<file path="config.mk">
export PLATFORM = sky130hd
export DESIGN_NAME = smm_window_ctrl
export DESIGN_NICKNAME = d
export VERILOG_FILES = /design/src/rtl/smm_win_pkg.sv /design/src/rtl/smm_cfg_regs.sv /design/src/rtl/smm_tseg_window.sv /design/src/rtl/smm_route_decode.sv /design/src/rtl/smm_window_ctrl.sv
export SDC_FILE = /design/constraint.sdc
export NUM_CORES = 1
export LEC_CHECK = 0
export BUFFER_PORTS_ARGS = -buffer_cell sky130_fd_sc_hd__buf_2
export CAP_MARGIN = 40
export CORE_MARGIN = 2
export CORE_UTILIZATION = 30
export DETAILED_ROUTE_END_ITERATION = 8
export GPL_ROUTABILITY_DRIVEN = 0
export MAX_ROUTING_LAYER = met4
export PLACE_DENSITY = 0.75
export SLEW_MARGIN = 20
export SYNTH_ARGS = -nofsm -noshare
export SYNTH_HDL_FRONTEND = slang
export SYNTH_SLANG_ARGS = --single-unit
</file>
<file path="constraint.sdc">
create_clock -name clk -period 3.7 [get_ports clk]
set_input_delay 0 -clock clk [delete_from_list [all_inputs] [get_ports clk]]
set_output_delay 0 -clock clk [all_outputs]
set_load 0.005 [all_outputs]
</file>
<file path="src/rtl/smm_win_pkg.sv">
package smm_win_pkg;

    localparam int unsigned REG_BYTES = 2;

    typedef enum logic [2:0] {
        RT_PASS   = 3'd0,
        RT_LEGACY = 3'd1,
        RT_LOWMEM = 3'd2,
        RT_HIGHAL = 3'd3,
        RT_TSEG   = 3'd4,
        RT_SINK   = 3'd5
    } route_e;

    // window control byte
    typedef struct packed {
        logic [4:0] rsvd;
        logic       lock;
        logic       open;
        logic       glb;
    } winctl_t;

    // extended byte
    typedef struct packed {
        logic [3:0] spare;
        logic       hi_en;
        logic [1:0] sz_code;
        logic       tseg_en;
    } winext_t;

    localparam logic [7:0] CTL_DEFAULT  = 8'h00;
    localparam logic [7:0] EXT_DEFAULT  = 8'h00;
    localparam logic [7:0] CTL_MASK_OPEN = 8'h07;
    localparam logic [7:0] EXT_MASK_OPEN = 8'hFF;
    localparam logic [7:0] CTL_MASK_LOCK = 8'h00;
    localparam logic [7:0] EXT_MASK_LOCK = 8'hF0;

    function automatic logic [31:0] tseg_size_bytes(input logic [1:0] code,
                                                    input logic [31:0] ext_mb);
        logic [31:0] r;
        case (code)
            2'd0:    r = 32'h0010_0000;
            2'd1:    r = 32'h0020_0000;
            2'd2:    r = 32'h0080_0000;
            default: r = ext_mb << 20;
        endcase
        return r;
    endfunction

endpackage

</file>
<file path="src/rtl/smm_cfg_regs.sv">
module smm_cfg_regs
    import smm_win_pkg::*;
(
    input  logic                   clk,
    input  logic                   rst,
    input  logic                   wr,
    input  logic [REG_BYTES-1:0]   be,
    input  logic [REG_BYTES*8-1:0] wdata,
    output logic [REG_BYTES*8-1:0] regs
);
    localparam int unsigned W = REG_BYTES * 8;

    logic [W-1:0] cur, merged, msk, nxt;
    winctl_t      ctl_cur, ctl_nxt;

    assign ctl_cur = winctl_t'(cur[7:0]);
    assign msk = ctl_cur.lock ? {EXT_MASK_LOCK, CTL_MASK_LOCK}
                              : {EXT_MASK_OPEN, CTL_MASK_OPEN};

    for (genvar b = 0; b < REG_BYTES; b++) begin : g_byte
        assign merged[b*8 +: 8] = (wr && be[b])
            ? ((cur[b*8 +: 8] & ~msk[b*8 +: 8]) | (wdata[b*8 +: 8] & msk[b*8 +: 8]))
            : cur[b*8 +: 8];
    end

    always_comb begin
        ctl_nxt = winctl_t'(merged[7:0]);
        if (ctl_nxt.lock) ctl_nxt.open = 1'b0;
        nxt = {merged[W-1:8], ctl_nxt};
    end

    always_ff @(posedge clk) begin
        if (rst) cur <= {EXT_DEFAULT, CTL_DEFAULT};
        else     cur <= nxt;
    end

    assign regs = cur;


    lock_sticky_chk: assert property (@(posedge clk) disable iff (rst)
        ctl_cur.lock |=> ctl_cur.lock);

    locked_ctl_frozen_chk: assert property (@(posedge clk) disable iff (rst)
        ctl_cur.lock |=> ($stable(cur[7:0]) && $stable(cur[11:8])));

    lock_clears_open_chk: assert property (@(posedge clk) disable iff (rst)
        ctl_cur.lock |-> !ctl_cur.open);

    rsvd_zero_chk: assert property (@(posedge clk) disable iff (rst)
        ctl_cur.rsvd == 5'd0);

    no_enable_hold_chk: assert property (@(posedge clk) disable iff (rst)
        !wr |=> $stable(cur));

endmodule

</file>
<file path="src/rtl/smm_tseg_window.sv">
module smm_tseg_window
    import smm_win_pkg::*;
#(
    parameter int unsigned       ADDR_W      = 32,
    parameter logic [ADDR_W-1:0] TOP_LOW_MEM = 32'h8000_0000,
    parameter int unsigned       EXT_MB      = 16
)(
    input  logic              clk,
    input  logic              rst,
    input  logic              glb,
    input  logic              tseg_en,
    input  logic [1:0]        sz_code,
    input  logic [ADDR_W-1:0] addr,
    output logic              in_tseg
);
    localparam logic [31:0] EXT_MB_V = 32'(EXT_MB);

    logic [ADDR_W-1:0] size_b, base_a;
    logic              active;

    assign size_b  = ADDR_W'(tseg_size_bytes(sz_code, EXT_MB_V));
    assign base_a  = TOP_LOW_MEM - size_b;
    assign active  = glb && tseg_en && (size_b != '0);
    assign in_tseg = active && (addr >= base_a) && (addr < TOP_LOW_MEM);


    tseg_needs_both_chk: assert property (@(posedge clk) disable iff (rst)
        in_tseg |-> (glb && tseg_en));

    zero_ext_off_chk: assert property (@(posedge clk) disable iff (rst)
        (sz_code == 2'd3 && EXT_MB_V == 32'd0) |-> !in_tseg);

    below_top_chk: assert property (@(posedge clk) disable iff (rst)
        in_tseg |-> (addr < TOP_LOW_MEM));

endmodule

</file>
<file path="src/rtl/smm_route_decode.sv">
module smm_route_decode
    import smm_win_pkg::*;
#(
    parameter int unsigned       ADDR_W     = 32,
    parameter logic [ADDR_W-1:0] LEG_BASE   = 32'h000A_0000,
    parameter logic [ADDR_W-1:0] HIGH_BASE  = 32'hFEDA_0000,
    parameter logic [ADDR_W-1:0] SEG_BYTES  = 32'h0002_0000
)(
    input  logic              clk,
    input  logic              rst,
    input  logic              glb,
    input  logic              open,
    input  logic              hi_en,
    input  logic              smm,
    input  logic              in_tseg,
    input  logic [ADDR_W-1:0] addr,
    output route_e            route
);
    localparam logic [ADDR_W-1:0] LEG_END  = LEG_BASE + SEG_BYTES;
    localparam logic [ADDR_W-1:0] HIGH_END = HIGH_BASE + SEG_BYTES;

    logic in_leg, in_high;
    route_e plain;

    assign in_leg  = (addr >= LEG_BASE)  && (addr < LEG_END);
    assign in_high = (addr >= HIGH_BASE) && (addr < HIGH_END);

    // view seen outside management mode
    always_comb begin
        plain = RT_PASS;
        if (in_leg)
            plain = (open && !hi_en) ? RT_LOWMEM : RT_LEGACY;
        else if (in_high)
            plain = (open && hi_en) ? RT_HIGHAL : RT_PASS;
    end

    always_comb begin
        route = plain;
        if (in_tseg)
            route = smm ? RT_TSEG : RT_SINK;
        else if (smm && glb && in_leg && !hi_en)
            route = RT_LOWMEM;
        else if (smm && glb && in_high && hi_en)
            route = RT_HIGHAL;
    end


    sink_only_plain_chk: assert property (@(posedge clk) disable iff (rst)
        (route == RT_SINK) |-> (!smm && in_tseg));

    tseg_only_smm_chk: assert property (@(posedge clk) disable iff (rst)
        (route == RT_TSEG) |-> smm);

    high_needs_hi_chk: assert property (@(posedge clk) disable iff (rst)
        (route == RT_HIGHAL) |-> (hi_en && in_high));

    closed_no_dram_chk: assert property (@(posedge clk) disable iff (rst)
        (!smm && !open) |-> (route != RT_LOWMEM && route != RT_HIGHAL));

endmodule

</file>
<file path="src/rtl/smm_window_ctrl.sv">
module smm_window_ctrl
    import smm_win_pkg::*;
#(
    parameter int unsigned       ADDR_W      = 32,
    parameter logic [ADDR_W-1:0] TOP_LOW_MEM = 32'h8000_0000,
    parameter int unsigned       EXT_MB      = 16
)(
    input  logic                   clk,
    input  logic                   rst,
    input  logic                   cfg_wr,
    input  logic [REG_BYTES-1:0]   cfg_be,
    input  logic [REG_BYTES*8-1:0] cfg_wdata,
    output logic [REG_BYTES*8-1:0] cfg_rdata,
    input  logic [ADDR_W-1:0]      acc_addr,
    input  logic                   acc_smm,
    output logic [2:0]             acc_route
);
    logic [REG_BYTES*8-1:0] regs;
    winctl_t ctl;
    winext_t ext;
    logic    in_tseg;
    route_e  route;

    smm_cfg_regs u_regs (
        .clk(clk), .rst(rst), .wr(cfg_wr), .be(cfg_be),
        .wdata(cfg_wdata), .regs(regs)
    );

    assign ctl = winctl_t'(regs[7:0]);
    assign ext = winext_t'(regs[15:8]);

    smm_tseg_window #(
        .ADDR_W(ADDR_W), .TOP_LOW_MEM(TOP_LOW_MEM), .EXT_MB(EXT_MB)
    ) u_tseg (
        .clk(clk), .rst(rst), .glb(ctl.glb), .tseg_en(ext.tseg_en),
        .sz_code(ext.sz_code), .addr(acc_addr), .in_tseg(in_tseg)
    );

    smm_route_decode #(.ADDR_W(ADDR_W)) u_dec (
        .clk(clk), .rst(rst), .glb(ctl.glb), .open(ctl.open),
        .hi_en(ext.hi_en), .smm(acc_smm), .in_tseg(in_tseg),
        .addr(acc_addr), .route(route)
    );

    assign cfg_rdata = regs;
    assign acc_route = route;


    low_dram_source_chk: assert property (@(posedge clk) disable iff (rst)
        (acc_route == 3'd2) |-> !ext.hi_en);

    code_range_chk: assert property (@(posedge clk) disable iff (rst)
        acc_route <= 3'd5);

endmodule

</file>
* Word level (Yosys, flattened, before mapping)
Index checks and enable logic that the tools add are counted.
** Storage, ports and cells
- Register bits :: 16
- Word-level logic and storage cells :: 51
- Input bits :: 54
- Output and inout port bits :: 19
** Cells by class
- Reduce and logical (&&, ||, !) cells :: 19
- Bitwise gates (word level) :: 8
- Order comparisons :: 6
- Muxes and demuxes :: 11
- Eq/ne operators :: 2
- Add/sub/neg operators :: 1
** Operators by type and width (number)
- 25-bit one-hot mux with 3 select lines :: 1
- 32-bit < comparator (second input constant) :: 2
- 8-bit AND :: 4
- 32-bit by 20-bit >= comparator with 1-bit output (second input constant) :: 1
- 32-bit >= comparator :: 1
- 32-bit >= comparator (second input constant) :: 1
- 32-bit by 20-bit < comparator with 1-bit output (second input constant) :: 1
- 32-bit nonzero test :: 1
- 32-bit by 25-bit subtractor with 32-bit output (first input constant) :: 1
- 3-bit 2-to-1 mux :: 6
- 8-bit inverter :: 2
- 8-bit bitwise OR :: 2
- 1-bit logical AND :: 15
- 12-bit 2-to-1 mux :: 1
- 2-bit 2-to-1 mux :: 2
- 2-bit by 1-bit equality test with 1-bit output (second input constant) :: 1
- 2-bit equality test (second input constant) :: 1
- 2-bit zero test :: 1
- 2-bit OR reduction :: 1
- 1-bit zero test :: 1
- 1-bit 2-to-1 mux :: 1

* Longest topological paths before layout
- Word-level depth :: 7
- Depth in mapped cells :: 11
- Gate-level depth less buffers :: 11

* Hierarchy
A second synthesis with hierarchy kept.
** Second synthesis, totals
- Cell total of the unflattened synthesis :: 117
- Area, all modules :: 1018.5 µm²
** By module, submodules not included
- smm_cfg_regs :: cells an instance 55, area each 540.5 µm², times used 1, sequential area each 220.2 µm²
- smm_tseg_window :: cells an instance 42, area each 336.6 µm², times used 1, sequential area each 0.0 µm²
- smm_route_decode :: cells an instance 20, area each 141.4 µm², times used 1, sequential area each 0.0 µm²

* Worst setup path before layout
OpenSTA, ideal clock, no wires.
- Kind :: reg-to-output
- Start :: register with a tool-made name
- End :: output port acc_route[0]
- Path slack :: 1.689 ns
- Arrival time :: 2.011 ns
- Buffers on the path :: 0
- Cell stages (with the launch flop) :: 11
- Cell sequence :: dfxtp_1 nand2_1 ha_1 inv_1 ha_1 nor4bb_1 nand4_1 nor4_2 a31oi_1 a21oi_2 mux2i_1
** RTL lines
- end, declared :: RTL line smm_window_ctrl.sv:16 : output logic [2:0] acc_route

==> results.md <==
- Status: completed
- Hold Violations, Final: 0
- PwrDens: 225 nW/um^2
- Top_reg_cell synth: dfxtp_1
- Fin crit share: 69.0%
- Finished Layout Cells: 226
- Post-layout minimum cycle time: 2.55 ns
- Core ar.: 3000 um^2
- Post-route DRC: 0
- Crit path capture type: output port
- Worst clock skew: 0.00450 ns
- Reg area: 220 um^2
- Drt wl/cell: 11.5 um
- Synth async-reset ratio: 0%
- Peak VDD IR: 0.112 mV
- Initial core utilization: 31.1%
- Fin util: 45.0%
- Critical path's top delay family: simple AND/OR/NAND/NOR gates
- FP Rows: 20
- Die W: 59.8 um
- CTS max path bufs: 2
- HPWL after detailed placement: 2040 um
- Final hold slack: 0.0174 ns
- Largest net degree at the start of global routing: 12
- Crit path max fanout: 5
- Pleak: 0.000720 uW
- Routed WL: 2600 um
- Crit Path Category: register to output port
- Placed cells: 212
- Met2 Use GR: 27.2%
- Synth cell types: 31
- Slowest CP cell: dfxtp_1
- Vert. Die Dim: 59.8 um
- # Post-CTS Setup Buffers: 0
- Achievable frequency: 0.392 GHz
- Synthesized instance count: 123
- Post-synth top area cell: dfxtp_1
- Crit path largest cell delay: 0.35 ns
- Avg Cell Area, Syn: 7.59 um^2
- Ports: 73
- Filler cells: 327
- Worst EP required: 3.70 ns
- Initial antenna violation count: 0
- # setup viols final: 0
- Aggregate global routing overflow: 0
- RSZ-0062 raised after global routing: no
- Layout net count: 259
- WP data arrival: 2.55 ns
- Top-area cell type share of the netlist area: 23.6%
- CTS tree: built
- Hold Crit Class: input pin to register
- Slew Limit Fails: 0
- Clk slew on worst S/H paths: 0.07 ns
- Synth area leaders: dfxtp_1 24%, ha_1 15%, buf_4 8.0%, nand2_1 5.6%, a21oi_1 5.4%
- Via/cell ratio: 4.91
- Post-route ant nets: 0
- Most frequent cells after synthesis: 14 x nand2_1, 11 x dfxtp_1, 11 x ha_1, 10 x a21oi_1, 10 x buf_4
- Busiest grt layer: met2
- Yosys reg bits: 11
- Sequential area share after synthesis: 23.6%
- Area growth syn-to-layout: 44.8%
- Design area: 1350 um^2
- Placed cell areas: 1220 um^2
- Initial DRC count: 28
- Vias in the first global route: 980
- Setup TNS: 0 ns
- Met3 Usage GRT: 1.30%
- Most frequent cell after synthesis: nand2_1
- Vias: 1109
- All-Layer GR Usage: 14.9%
- CP Buf/Inv Count: 3
- DIE AREA: 3570 um^2
- Ratio of cells with drive above 1 in the final layout: 35.8%
- First-pass GRT wire length: 4000 um
- Diodes inserted: 0
- Area of the multi-input gates: 623 um^2
- Clk root buf: clkbuf_4
- Clk Latency, worst-skew pair: 0.27 ns
- Worst path cell trace: nor2_1 > inv_1 > ha_1 > inv_1 > ha_1 > nor4bb_1 > nand4_1 > nor4_2 > a31oi_1 > a21oi_2 > mux2i_1 > buf_2
- First-pass DRT Iterations: 4
- EDFF count, synth: 0
- MaxCap Viol Count: 0
- Cts bufs inserted: 3
- Synthesized cell area: 933 um^2
- # port buffers: 62
- Sink Count: 11
- Ys Warns: 0
- CP startpoint kind: register
- H-tree level count: 1
- Met1 global-route usage: 17.1%
[metrics by stage]
step | power (uW) | setup slack (ns)
floorplan | 176 | 1.69
global placement | 212 | 1.44
detailed placement | 214 | 1.42
CTS | 304 | 1.13
global route | 325 | 0.894
finish | 303 | 1.15
[worst reg2reg max path: cells and delay by family, from the launching register on]
kind,cells,cell delay [ns]
flops,1,0.35
mux,1,0.17
simple gates,2,0.43
[final timing paths]
kind	start	endpoint	slack, ns	cells past startpoint
max	register	acc_route[0]	1.15	12
max reg2reg	u_regs.regs[2]$_SDFF_PP0_	register	2.64	3
min	cfg_wdata[2]	u_regs.regs[2]$_SDFF_PP0_	0.02	3
min reg2reg	u_regs.regs[12]$_SDFFE_PP0P_	u_regs.regs[12]$_SDFFE_PP0P_	0.45	2
[metal layers]
layer,up-vias,part of all wire [%]
li1,572,-
met1,495,42
met2,40,52
met3,2,5.0
met4,0,0.77
met5,-,0
[cells by family (layout without fill, tap and decap cells)]
group / count (synthesis) / in the layout / share of synthesized area [%]
buffers and inverters: 20 / 84 / 12.1
multiplexers: 5 / 5 / 5.36
other: 1 / 7 / 0.402
AND/OR/NAND/NOR: 50 / 50 / 28.0
AO/OA/AOI/OAI: 25 / 25 / 15.8
flip-flops: 11 / 11 / 23.6
adder cells (fa/ha/maj): 11 / 11 / 14.7
[where the power goes]
group          switching [uW]  leakage (uW)  internal (uW)
clock network            41.1     0.0000150           41.7
logic                    43.4      0.000616           48.7
registers                4.85     0.0000899            124
[timing repair]
action                                 4_1_cts  5_1_grt
endpoints found under the hold margin       10        0
setup endpoints to repair                    0        0
resized for setup                            0        0
hold buffers                                10        0
[layout make-up]
class	instances	area share [%]
inverter	8	2.22
multi-input combinational	98	46.1
clock buffer	4	1.94
timing repair buffer	72	30.4
tap	33	3.06
sequential	11	16.3
[layout by cell type (no fill, tap or decap), types with 7 or more instances in the layout]
master,netlist,final
conb_1,1,7
dlygate4sd3_1,0,10
nand2_1,14,14
ha_1,11,11
nor2_1,9,9
a21oi_1,10,10
dfxtp_1,11,11
inv_1,8,8
buf_2,0,62
(Power assumes the default switching activity.)
